[config.mk]
export PLATFORM = sky130hd
export DESIGN_NAME = emb_timer_unit
export DESIGN_NICKNAME = d
export VERILOG_FILES = /design/src/rtl/emb_tmr_pkg.sv /design/src/rtl/emb_tmr_timebase.sv /design/src/rtl/emb_tmr_pit.sv /design/src/rtl/emb_tmr_watchdog.sv /design/src/rtl/emb_timer_unit.sv
export SDC_FILE = /design/constraint.sdc
export NUM_CORES = 1
export LEC_CHECK = 0
export BUFFER_PORTS_ARGS = -buffer_cell sky130_fd_sc_hd__buf_2
export CAP_MARGIN = 20
export CORE_MARGIN = 2
export CORE_UTILIZATION = 45
export DETAILED_ROUTE_END_ITERATION = 7
export SYNTH_ARGS = -nofsm -noshare
export SYNTH_HDL_FRONTEND = slang
export SYNTH_SLANG_ARGS = --single-unit
[constraint.sdc]
create_clock -name clk -period 4.6 [get_ports clk]
set_clock_uncertainty 0.05 [all_clocks]
set_input_delay 0.92 -clock clk [delete_from_list [all_inputs] [get_ports clk]]
set_output_delay 0.92 -clock clk [all_outputs]
set_load 0.005 [all_outputs]
[src/rtl/emb_tmr_pkg.sv]
package emb_tmr_pkg;

    localparam int unsigned REG_W = 32;

    // Control register layout
    typedef struct packed {
        logic [1:0]  wdt_per;
        logic [1:0]  wdt_kind;
        logic        wdt_ie;
        logic        pit_ie;
        logic [1:0]  fit_per;
        logic        fit_ie;
        logic        pit_auto;
        logic [21:0] rsvd;
    } tcr_t;

    // Status register layout
    typedef struct packed {
        logic        wdt_next;
        logic        wdt_int;
        logic [1:0]  wdt_rs;
        logic        pit_st;
        logic        fit_st;
        logic [25:0] rsvd;
    } tsr_t;

    typedef enum logic [1:0] {
        SEL_TCR  = 2'd0,
        SEL_TSR  = 2'd1,
        SEL_PIT  = 2'd2,
        SEL_NONE = 2'd3
    } reg_sel_e;

    typedef enum logic [1:0] {
        RK_NONE = 2'd0,
        RK_CORE = 2'd1,
        RK_CHIP = 2'd2,
        RK_SYS  = 2'd3
    } rst_kind_e;

    localparam logic [REG_W-1:0] TCR_KEEP = 32'hFFC0_0000;
    // status bits clearable by a write; latched reset kind excluded
    localparam logic [REG_W-1:0] TSR_CLR  = 32'hCC00_0000;

    function automatic int unsigned tap_bit(int unsigned base, int unsigned step,
                                            logic [1:0] sel);
        return base + step * int'(sel);
    endfunction

    // true when the next increment makes bit b go from 0 to 1
    function automatic logic rises_next(logic [63:0] tb, int unsigned b);
        logic [63:0] low;
        low = (64'd1 << b) - 64'd1;
        return (tb & ((low << 1) | 64'd1)) == low;
    endfunction

endpackage

[src/rtl/emb_tmr_timebase.sv]
module emb_tmr_timebase
    import emb_tmr_pkg::*;
#(
    parameter int unsigned TB_W     = 32,
    parameter int unsigned FIT_BASE = 9,
    parameter int unsigned WDT_BASE = 17,
    parameter int unsigned TAP_STEP = 4
) (
    input  logic       clk,
    input  logic       rst,
    input  logic       tick,
    input  logic [1:0] fit_sel,
    input  logic [1:0] wdt_sel,
    output logic       fit_evt,
    output logic       wdt_evt
);
    localparam int unsigned NTAP = 2;

    logic [TB_W-1:0] tb;
    logic [63:0]     tb64;
    logic [1:0]      sel   [NTAP];
    logic            hit   [NTAP];

    assign tb64   = 64'(tb);
    assign sel[0] = fit_sel;
    assign sel[1] = wdt_sel;

    always_ff @(posedge clk) begin
        if (rst)       tb <= '0;
        else if (tick) tb <= tb + 1'b1;
    end

    for (genvar t = 0; t < NTAP; t++) begin : g_tap
        localparam int unsigned BASE = (t == 0) ? FIT_BASE : WDT_BASE;
        assign hit[t] = tick && rises_next(tb64, tap_bit(BASE, TAP_STEP, sel[t]));
    end

    assign fit_evt = hit[0];
    assign wdt_evt = hit[1];

    AST_EVT_ON_TICK: assert property (@(posedge clk) disable iff (rst)
        (fit_evt || wdt_evt) |=> (tb == $past(tb) + 1'b1)) else $error("event without advance");

endmodule

[src/rtl/emb_tmr_pit.sv]
module emb_tmr_pit #(
    parameter int unsigned CNT_W = 32
) (
    input  logic             clk,
    input  logic             rst,
    input  logic             tick,
    input  logic             load_wr,
    input  logic [CNT_W-1:0] load_val,
    input  logic             ctl_wr,
    input  logic             ctl_ie_new,
    input  logic             ctl_auto_new,
    input  logic             ie_now,
    input  logic             auto_now,
    output logic [CNT_W-1:0] count,
    output logic             expire
);
    logic [CNT_W-1:0] reload;
    logic             run;

    assign expire = run && tick && (count == CNT_W'(1)) && !load_wr && !ctl_wr;

    always_ff @(posedge clk) begin
        if (rst) begin
            reload <= '0;
            count  <= '0;
            run    <= 1'b0;
        end else if (load_wr) begin
            reload <= load_val;
            count  <= load_val;
            run    <= (load_val > CNT_W'(1)) && ie_now;
        end else if (ctl_wr) begin
            if ((reload <= CNT_W'(1)) || !ctl_ie_new) begin
                run <= 1'b0;
            end else if (!run && ctl_auto_new) begin
                run   <= 1'b1;
                count <= reload;
            end
        end else if (expire) begin
            if (auto_now) begin
                count <= reload;
            end else begin
                count <= '0;
                run   <= 1'b0;
            end
        end else if (run && tick) begin
            count <= count - 1'b1;
        end
    end

    AST_PIT_RUN_RELOAD: assert property (@(posedge clk) disable iff (rst)
        run |-> (reload > CNT_W'(1))) else $error("running with short reload");
    AST_PIT_IDLE_HOLD: assert property (@(posedge clk) disable iff (rst)
        (!run && !load_wr && !ctl_wr) |=> $stable(count)) else $error("stopped count moved");
    AST_PIT_ONESHOT_END: assert property (@(posedge clk) disable iff (rst)
        (expire && !auto_now) |=> (!run && count == '0)) else $error("one-shot kept running");
    AST_PIT_AUTO_KEEP: assert property (@(posedge clk) disable iff (rst)
        (expire && auto_now) |=> run) else $error("periodic counter stopped");

endmodule

[src/rtl/emb_tmr_watchdog.sv]
module emb_tmr_watchdog
    import emb_tmr_pkg::*;
(
    input  logic       clk,
    input  logic       rst,
    input  logic       evt,
    input  logic       armed,
    input  logic       int_st,
    input  logic [1:0] rs_now,
    input  logic       ie,
    input  logic [1:0] kind,
    output logic       set_next,
    output logic       set_int,
    output logic       irq_req,
    output logic       rs_load,
    output logic       rst_core,
    output logic       rst_chip,
    output logic       rst_sys
);
    logic      fire;
    rst_kind_e k;

    assign k        = rst_kind_e'(kind);
    assign fire     = evt && int_st;
    assign set_next = evt && !int_st && !armed;
    assign set_int  = evt && !int_st && armed;
    assign irq_req  = set_int && ie;
    assign rs_load  = fire && (rs_now == 2'b00);

    always_ff @(posedge clk) begin
        if (rst) begin
            rst_core <= 1'b0;
            rst_chip <= 1'b0;
            rst_sys  <= 1'b0;
        end else begin
            rst_core <= fire && (k == RK_CORE);
            rst_chip <= fire && (k == RK_CHIP);
            rst_sys  <= fire && (k == RK_SYS);
        end
    end

    AST_WDT_PULSE_ONE: assert property (@(posedge clk) disable iff (rst)
        (rst_core || rst_chip || rst_sys) |=> !(rst_core || rst_chip || rst_sys))
        else $error("reset request longer than one cycle");
    AST_WDT_FIRE_CAUSE: assert property (@(posedge clk) disable iff (rst)
        (rst_core || rst_chip || rst_sys) |-> $past(int_st))
        else $error("reset without interrupt stage");

endmodule

[src/rtl/emb_timer_unit.sv]
module emb_timer_unit
    import emb_tmr_pkg::*;
#(
    parameter int unsigned TB_W     = 32,
    parameter int unsigned FIT_BASE = 9,
    parameter int unsigned WDT_BASE = 17,
    parameter int unsigned TAP_STEP = 4,
    parameter int unsigned CNT_W    = 32
) (
    input  logic        clk,
    input  logic        rst,
    input  logic        tb_tick,
    input  logic        reg_wr,
    input  logic [1:0]  reg_sel,
    input  logic [31:0] reg_wdata,
    output logic [31:0] reg_rdata,
    output logic        pit_irq,
    output logic        fit_irq,
    output logic        wdt_irq,
    output logic        rst_core,
    output logic        rst_chip,
    output logic        rst_sys
);
    tcr_t             tcr, tcr_in;
    tsr_t             tsr, tsr_n;
    reg_sel_e         sel;
    logic             wr_tcr, wr_tsr, wr_pit;
    logic             fit_evt, wdt_evt;
    logic [CNT_W-1:0] pit_count;
    logic             pit_exp;
    logic             wd_next, wd_int, wd_irq, wd_rs_load;
    logic [REG_W-1:0] clr_bits;

    assign sel      = reg_sel_e'(reg_sel);
    assign wr_tcr   = reg_wr && (sel == SEL_TCR);
    assign wr_tsr   = reg_wr && (sel == SEL_TSR);
    assign wr_pit   = reg_wr && (sel == SEL_PIT);
    assign tcr_in   = tcr_t'(reg_wdata & TCR_KEEP);
    assign clr_bits = wr_tsr ? (reg_wdata & TSR_CLR) : '0;

    emb_tmr_timebase #(
        .TB_W(TB_W), .FIT_BASE(FIT_BASE), .WDT_BASE(WDT_BASE), .TAP_STEP(TAP_STEP)
    ) u_tb (
        .clk(clk), .rst(rst), .tick(tb_tick),
        .fit_sel(tcr.fit_per), .wdt_sel(tcr.wdt_per),
        .fit_evt(fit_evt), .wdt_evt(wdt_evt)
    );

    emb_tmr_pit #(.CNT_W(CNT_W)) u_pit (
        .clk(clk), .rst(rst), .tick(tb_tick),
        .load_wr(wr_pit), .load_val(reg_wdata[CNT_W-1:0]),
        .ctl_wr(wr_tcr), .ctl_ie_new(tcr_in.pit_ie), .ctl_auto_new(tcr_in.pit_auto),
        .ie_now(tcr.pit_ie), .auto_now(tcr.pit_auto),
        .count(pit_count), .expire(pit_exp)
    );

    emb_tmr_watchdog u_wdt (
        .clk(clk), .rst(rst), .evt(wdt_evt),
        .armed(tsr.wdt_next), .int_st(tsr.wdt_int), .rs_now(tsr.wdt_rs),
        .ie(tcr.wdt_ie), .kind(tcr.wdt_kind),
        .set_next(wd_next), .set_int(wd_int), .irq_req(wd_irq), .rs_load(wd_rs_load),
        .rst_core(rst_core), .rst_chip(rst_chip), .rst_sys(rst_sys)
    );

    // status next state: clears first, new events win
    always_comb begin
        tsr_n = tsr_t'(tsr & ~clr_bits);
        if (fit_evt)    tsr_n.fit_st   = 1'b1;
        if (pit_exp)    tsr_n.pit_st   = 1'b1;
        if (wd_next)    tsr_n.wdt_next = 1'b1;
        if (wd_int)     tsr_n.wdt_int  = 1'b1;
        if (wd_rs_load) tsr_n.wdt_rs   = tcr.wdt_kind;
    end

    always_ff @(posedge clk) begin
        if (rst) begin
            tcr     <= '0;
            tsr     <= '0;
            pit_irq <= 1'b0;
            fit_irq <= 1'b0;
            wdt_irq <= 1'b0;
        end else begin
            if (wr_tcr) tcr <= tcr_in;
            tsr <= tsr_n;
            if (fit_evt && tcr.fit_ie)    fit_irq <= 1'b1;
            else if (clr_bits[26])        fit_irq <= 1'b0;
            if (pit_exp && tcr.pit_ie)    pit_irq <= 1'b1;
            else if (clr_bits[31])        pit_irq <= 1'b0;
            if (wd_irq)                   wdt_irq <= 1'b1;
            else if (clr_bits[30])        wdt_irq <= 1'b0;
        end
    end

    always_comb begin
        unique case (sel)
            SEL_TCR: reg_rdata = tcr;
            SEL_TSR: reg_rdata = tsr;
            SEL_PIT: reg_rdata = REG_W'(pit_count);
            default: reg_rdata = '0;
        endcase
    end

    AST_TCR_RSVD_ZERO: assert property (@(posedge clk) disable iff (rst)
        tcr.rsvd == '0) else $error("control low bits set");
    AST_RS_STICKY: assert property (@(posedge clk) disable iff (rst)
        (tsr.wdt_rs != 2'b00) |=> $stable(tsr.wdt_rs)) else $error("latched kind changed");
    AST_FIT_IRQ_GATED: assert property (@(posedge clk) disable iff (rst)
        $rose(fit_irq) |-> ($past(tcr.fit_ie) && tsr.fit_st)) else $error("interval irq ungated");
    AST_PIT_IRQ_GATED: assert property (@(posedge clk) disable iff (rst)
        $rose(pit_irq) |-> ($past(tcr.pit_ie) && tsr.pit_st)) else $error("counter irq ungated");
    AST_PIT_IRQ_DROP: assert property (@(posedge clk) disable iff (rst)
        $fell(pit_irq) |-> ($past(wr_tsr) && $past(reg_wdata[31]))) else $error("counter irq lost");
    AST_WDT_IRQ_GATED: assert property (@(posedge clk) disable iff (rst)
        $rose(wdt_irq) |-> ($past(tcr.wdt_ie) && tsr.wdt_int)) else $error("watchdog irq ungated");

endmodule

==> run summary <==
Final nets = 931
Final Total Pwr = 2.97 mW
Area overhead of the layout relative to synthesis = 17.0%
R2r setup slk = 1530 ps
Met2 Wirelength = 9.43 mm
First-pass GRT wire length = 31.1 mm
Metal3 WL = 1.17 mm
Highest metal layer used by the detailed router = met4
Minimum setup slack after placement = 1310 ps
Number of detailed-routing iterations run before antenna repair = 5
Syn Area/Cell = 7.81 sq um
Achievable clock frequency = 0.317 GHz
Register share of total power = 0.372
Worst r2r dst = u_pit.count[18]$_SDFFE_PP0P_
Number of global-route vias before repair = 5,870
Cell at the root of the clock tree = sky130_fd_sc_hd__clkbuf_16
Core area = 0.0139 sq mm
Critical path start-end classification = in -> out
Via-per-instance ratio = 5.99
Launch point of the critical path = reg_sel[1]
All-layer global routing usage = 0.267
CP Data Required Time = 3630 ps
Buffers on Ports = 75
Number of buffers created by CTS = 17
Worst path setup slack after routing = 1440 ps
Number of storage elements in the synthesis netlist = 117
Post-route minimum period = 3160 ps
Cell area reported after detailed placement = 0.00695 sq mm
Setup violations, final = 0
Share of the cycle needed by the critical path after routing = 0.687
Total of warnings raised by yosys = 0
Number of rows in the core area = 43
Total routed wirelength = 20.1 mm
Sinks on the clock net = 117
Clock slew seen by the registers of the worst setup and hold paths = 50 ps
Crit path arrival time = 2190 ps
Clock Tree Buf Depth = 2
TritonCTS clock tree = built
Peak VDD IR = 0.000240 V
P_sw = 869 uW
Starting DRC count in detailed routing = 580
Average wire per cell in the routed design = 18.7 um
Remaining DRCs = 0
Overall via count from detail_route = 6,458
Cell-by-cell listing of the critical path = buf_2 > nor2b_1 > nand2_1 > o21ai_0 > buf_2
Cell repeated most along the worst path = sky130_fd_sc_hd__buf_2
Routed length on met1 = 9.11 mm
Outcome = complete, no violations
Die Span X = 124 um
Critical register-to-register path startpoint = u_pit.count[0]$_SDFFE_PP0P_
Detail Placement HPWL = 14.0 mm
Number of enable flip-flop cells after synthesis = 0
Antenna diode count = 0
Post-CTS setup buffer count = 0
Internal power = 2.10 mW
Part of the Yosys area used for sequential elements = 0.363
Accumulated negative setup slack = 0 ps
Classification of the worst-slack hold path = reg -> reg
Launch point of the worst hold path = u_pit.reload[0]$_SDFFE_PP0P_
Total of cells resized after clock tree synthesis = 0
Async S/R FF share, synth = 0
Cells after Synth = 826
Max Slew Vio Count = 0
Clk Latency, worst-skew pair = 420 ps
Worst slew pin tran = 873 ps
Number of cell instances on the worst register-to-register path = 7
Critical Path Fanout Max = 25
Initial antenna violation count = 0
Power per cell area = 394 mW/mm^2
Headroom to the max-slew limit = 0.418
GP Congestion = 0.905
Clock H-tree levels = 4
Unrepaired setup endpoints after global routing = false
Crit. End Element = primary output
Remaining Overflow, GRT = 0
Count of max-cap constraint violations = 0
Largest net degree at the start of global routing = 82
Kind of launch point of the worst setup path = input port
Number of hold buffers added after cts = 0
Leakage power of the design = 2.85 nW
Ports = 76
Combinational fraction of design power = 0.180
Clock power share = 0.448
Post-synthesis cell type count = 71
Sw Share = 0.292
DIE AREA = 0.0153 sq mm
Leading register cell type out of synthesis = sky130_fd_sc_hd__dfxtp_1
Delay of the slowest critical-path stage = 590 ps
Endpoint of the worst setup timing path = reg_rdata[28]
Effective utilization at floorplan = 0.463
Cell area after technology mapping = 0.00645 sq mm
Number of hold violations in the final report = 0
Count of nets left with antenna violations after detail routing = 0
Vertical die dimension = 124 um
Fraction of layout cells with a size suffix above 1 = 0.157
Post-layout instance area = 0.00754 sq mm
Max stage delay cell, worst path = sky130_fd_sc_hd__nor2b_1
==> per-stage QoR <==
stage,util,hold WS [ps],cells
floorplan,-,386,828
global placement,0.499,408,1047
detailed placement,0.499,413,1047
CTS,0.541,421,1079
global route,0.541,445,1079
finish,0.541,419,1079
==> flip-flops by register name, indices dropped and copies added (netlist names) <==
register        count
fit_irq             1
pit_irq             1
tcr                10
tsr                 6
u_pit.count        32
u_pit.reload       32
u_pit.run           1
u_tb.tb            30
u_wdt.rst_chip      1
u_wdt.rst_core      1
u_wdt.rst_sys       1
wdt_irq             1
==> cells in the mapped netlist, types with 4 or more instances <==
master | number | share of area
sky130_fd_sc_hd__nand2_1 | 130 | 0.076
sky130_fd_sc_hd__dfxtp_1 | 117 | 0.36
sky130_fd_sc_hd__a21oi_1 | 80 | 0.062
sky130_fd_sc_hd__nor2_1 | 66 | 0.038
sky130_fd_sc_hd__clkbuf_1 | 34 | 0.020
sky130_fd_sc_hd__o21ai_0 | 32 | 0.025
sky130_fd_sc_hd__inv_1 | 27 | 0.016
sky130_fd_sc_hd__and2_1 | 26 | 0.025
sky130_fd_sc_hd__nand3_1 | 23 | 0.018
sky130_fd_sc_hd__nor4_1 | 23 | 0.022
sky130_fd_sc_hd__nand4_1 | 19 | 0.018
sky130_fd_sc_hd__nor3_1 | 18 | 0.014
sky130_fd_sc_hd__xnor2_1 | 18 | 0.024
sky130_fd_sc_hd__o32ai_1 | 16 | 0.022
sky130_fd_sc_hd__xor2_1 | 16 | 0.022
sky130_fd_sc_hd__and3_1 | 14 | 0.014
sky130_fd_sc_hd__mux2i_1 | 11 | 0.017
sky130_fd_sc_hd__buf_2 | 9 | 0.0070
sky130_fd_sc_hd__a22oi_1 | 8 | 0.0093
sky130_fd_sc_hd__nand2b_1 | 8 | 0.0078
sky130_fd_sc_hd__or3_1 | 8 | 0.0078
sky130_fd_sc_hd__ha_1 | 7 | 0.014
sky130_fd_sc_hd__o211ai_1 | 7 | 0.0082
sky130_fd_sc_hd__or4_1 | 7 | 0.0082
sky130_fd_sc_hd__a311oi_1 | 6 | 0.0082
sky130_fd_sc_hd__and4_1 | 6 | 0.0082
sky130_fd_sc_hd__nor2b_1 | 6 | 0.0058
sky130_fd_sc_hd__o21a_1 | 6 | 0.0070
sky130_fd_sc_hd__buf_1 | 5 | 0.0029
sky130_fd_sc_hd__a2111oi_0 | 4 | 0.0054
sky130_fd_sc_hd__a221oi_1 | 4 | 0.0054
sky130_fd_sc_hd__nor4_4 | 4 | 0.013
sky130_fd_sc_hd__or2_2 | 4 | 0.0039
==> power by group through the flow <==
stage / Combinational (mW) / Clock, mW / Sequential, mW
floorplan: 0.386 / 0 / 1.11
detailed placement: 0.520 / 0 / 1.12
CTS: 0.526 / 1.35 / 1.10
global placement: 0.517 / 0 / 1.12
finish: 0.536 / 1.33 / 1.11
global route: 0.579 / 1.40 / 1.11
==> how the worst min path moves through the flow <==
stage          slack [ps]  cells after the start                       endpoint
2_1_floorplan         390                      2   u_pit.reload[0]$_SDFFE_PP0P_
3_3_place_gp          410                      2           tsr[28]$_SDFFE_PP0P_
3_5_place_dp          410                      2   u_pit.reload[0]$_SDFFE_PP0P_
4_1_cts               420                      2   u_pit.reload[0]$_SDFFE_PP0P_
5_1_grt               450                      2  u_pit.reload[13]$_SDFFE_PP0P_
6_report              420                      2   u_pit.reload[0]$_SDFFE_PP0P_
==> kinds of logic (layout without fill, tap and decap cells) <==
logic type,after synthesis,count (layout),synth area share
and+or+nand+nor,379,379,0.310
AOI/OAI and AO/OA,198,198,0.200
DFF,117,117,0.363
buffers and inverters,78,149,0.0495
xor gates and xnor gates,34,34,0.0462
muxes,11,11,0.0171
adders and majority gates,7,7,0.0136
other,2,4,0.00116
==> cells in the final DEF, fill, tap and decap left out, drive strengths merged, types with 4 or more instances in the layout <==
| cell type | netlist | final |
|---|---|---|
| and2 | 26 | 26 |
| nand2b | 8 | 8 |
| buf | 17 | 90 |
| ha | 7 | 7 |
| or3 | 8 | 8 |
| or4 | 7 | 7 |
| clkbuf | 34 | 24 |
| o21ai | 32 | 32 |
| mux2i | 11 | 11 |
| o21a | 6 | 6 |
| o32ai | 16 | 16 |
| nor2b | 6 | 6 |
| nand2 | 130 | 130 |
| and3 | 14 | 14 |
| inv | 27 | 27 |
| xnor2 | 18 | 18 |
| or2 | 4 | 4 |
| dfxtp | 117 | 117 |
| nor2 | 67 | 67 |
| conb | 2 | 4 |
| a22oi | 8 | 8 |
| and4 | 6 | 6 |
| nand3 | 23 | 23 |
| o211ai | 7 | 7 |
| a2111oi | 6 | 6 |
| nand4 | 20 | 20 |
| a221oi | 4 | 4 |
| nor3 | 20 | 20 |
| a21oi | 80 | 80 |
| xor2 | 16 | 16 |
| nor4 | 28 | 28 |
| a311oi | 6 | 6 |
==> final cells by class <==
class                           count  area (sq um)
Clock buffer                       24           492
Clock inverter                      8          97.6
Inverter                           27           101
Sequential cell                   117          2340
Multi-Input combinational cell    633          3790
Fill cell                        1374          6390
Tap cell                          180           225
Timing Repair Buffer               90           490
==> layer usage <==
| metal | track usage | up-vias |
|---|---|---|
| li1 | - | 3103 |
| met1 | 0.350 | 3100 |
| met2 | 0.422 | 227 |
| met3 | 0.0614 | 28 |
| met4 | 0.110 | 0 |
| met5 | 0 | - |
==> critical path: cells and delay by family <==
family	cells	cell delay [ps]
buf+inv	2	420
compound gates	1	110
simple gates	2	710
(Power assumes the default switching activity.)
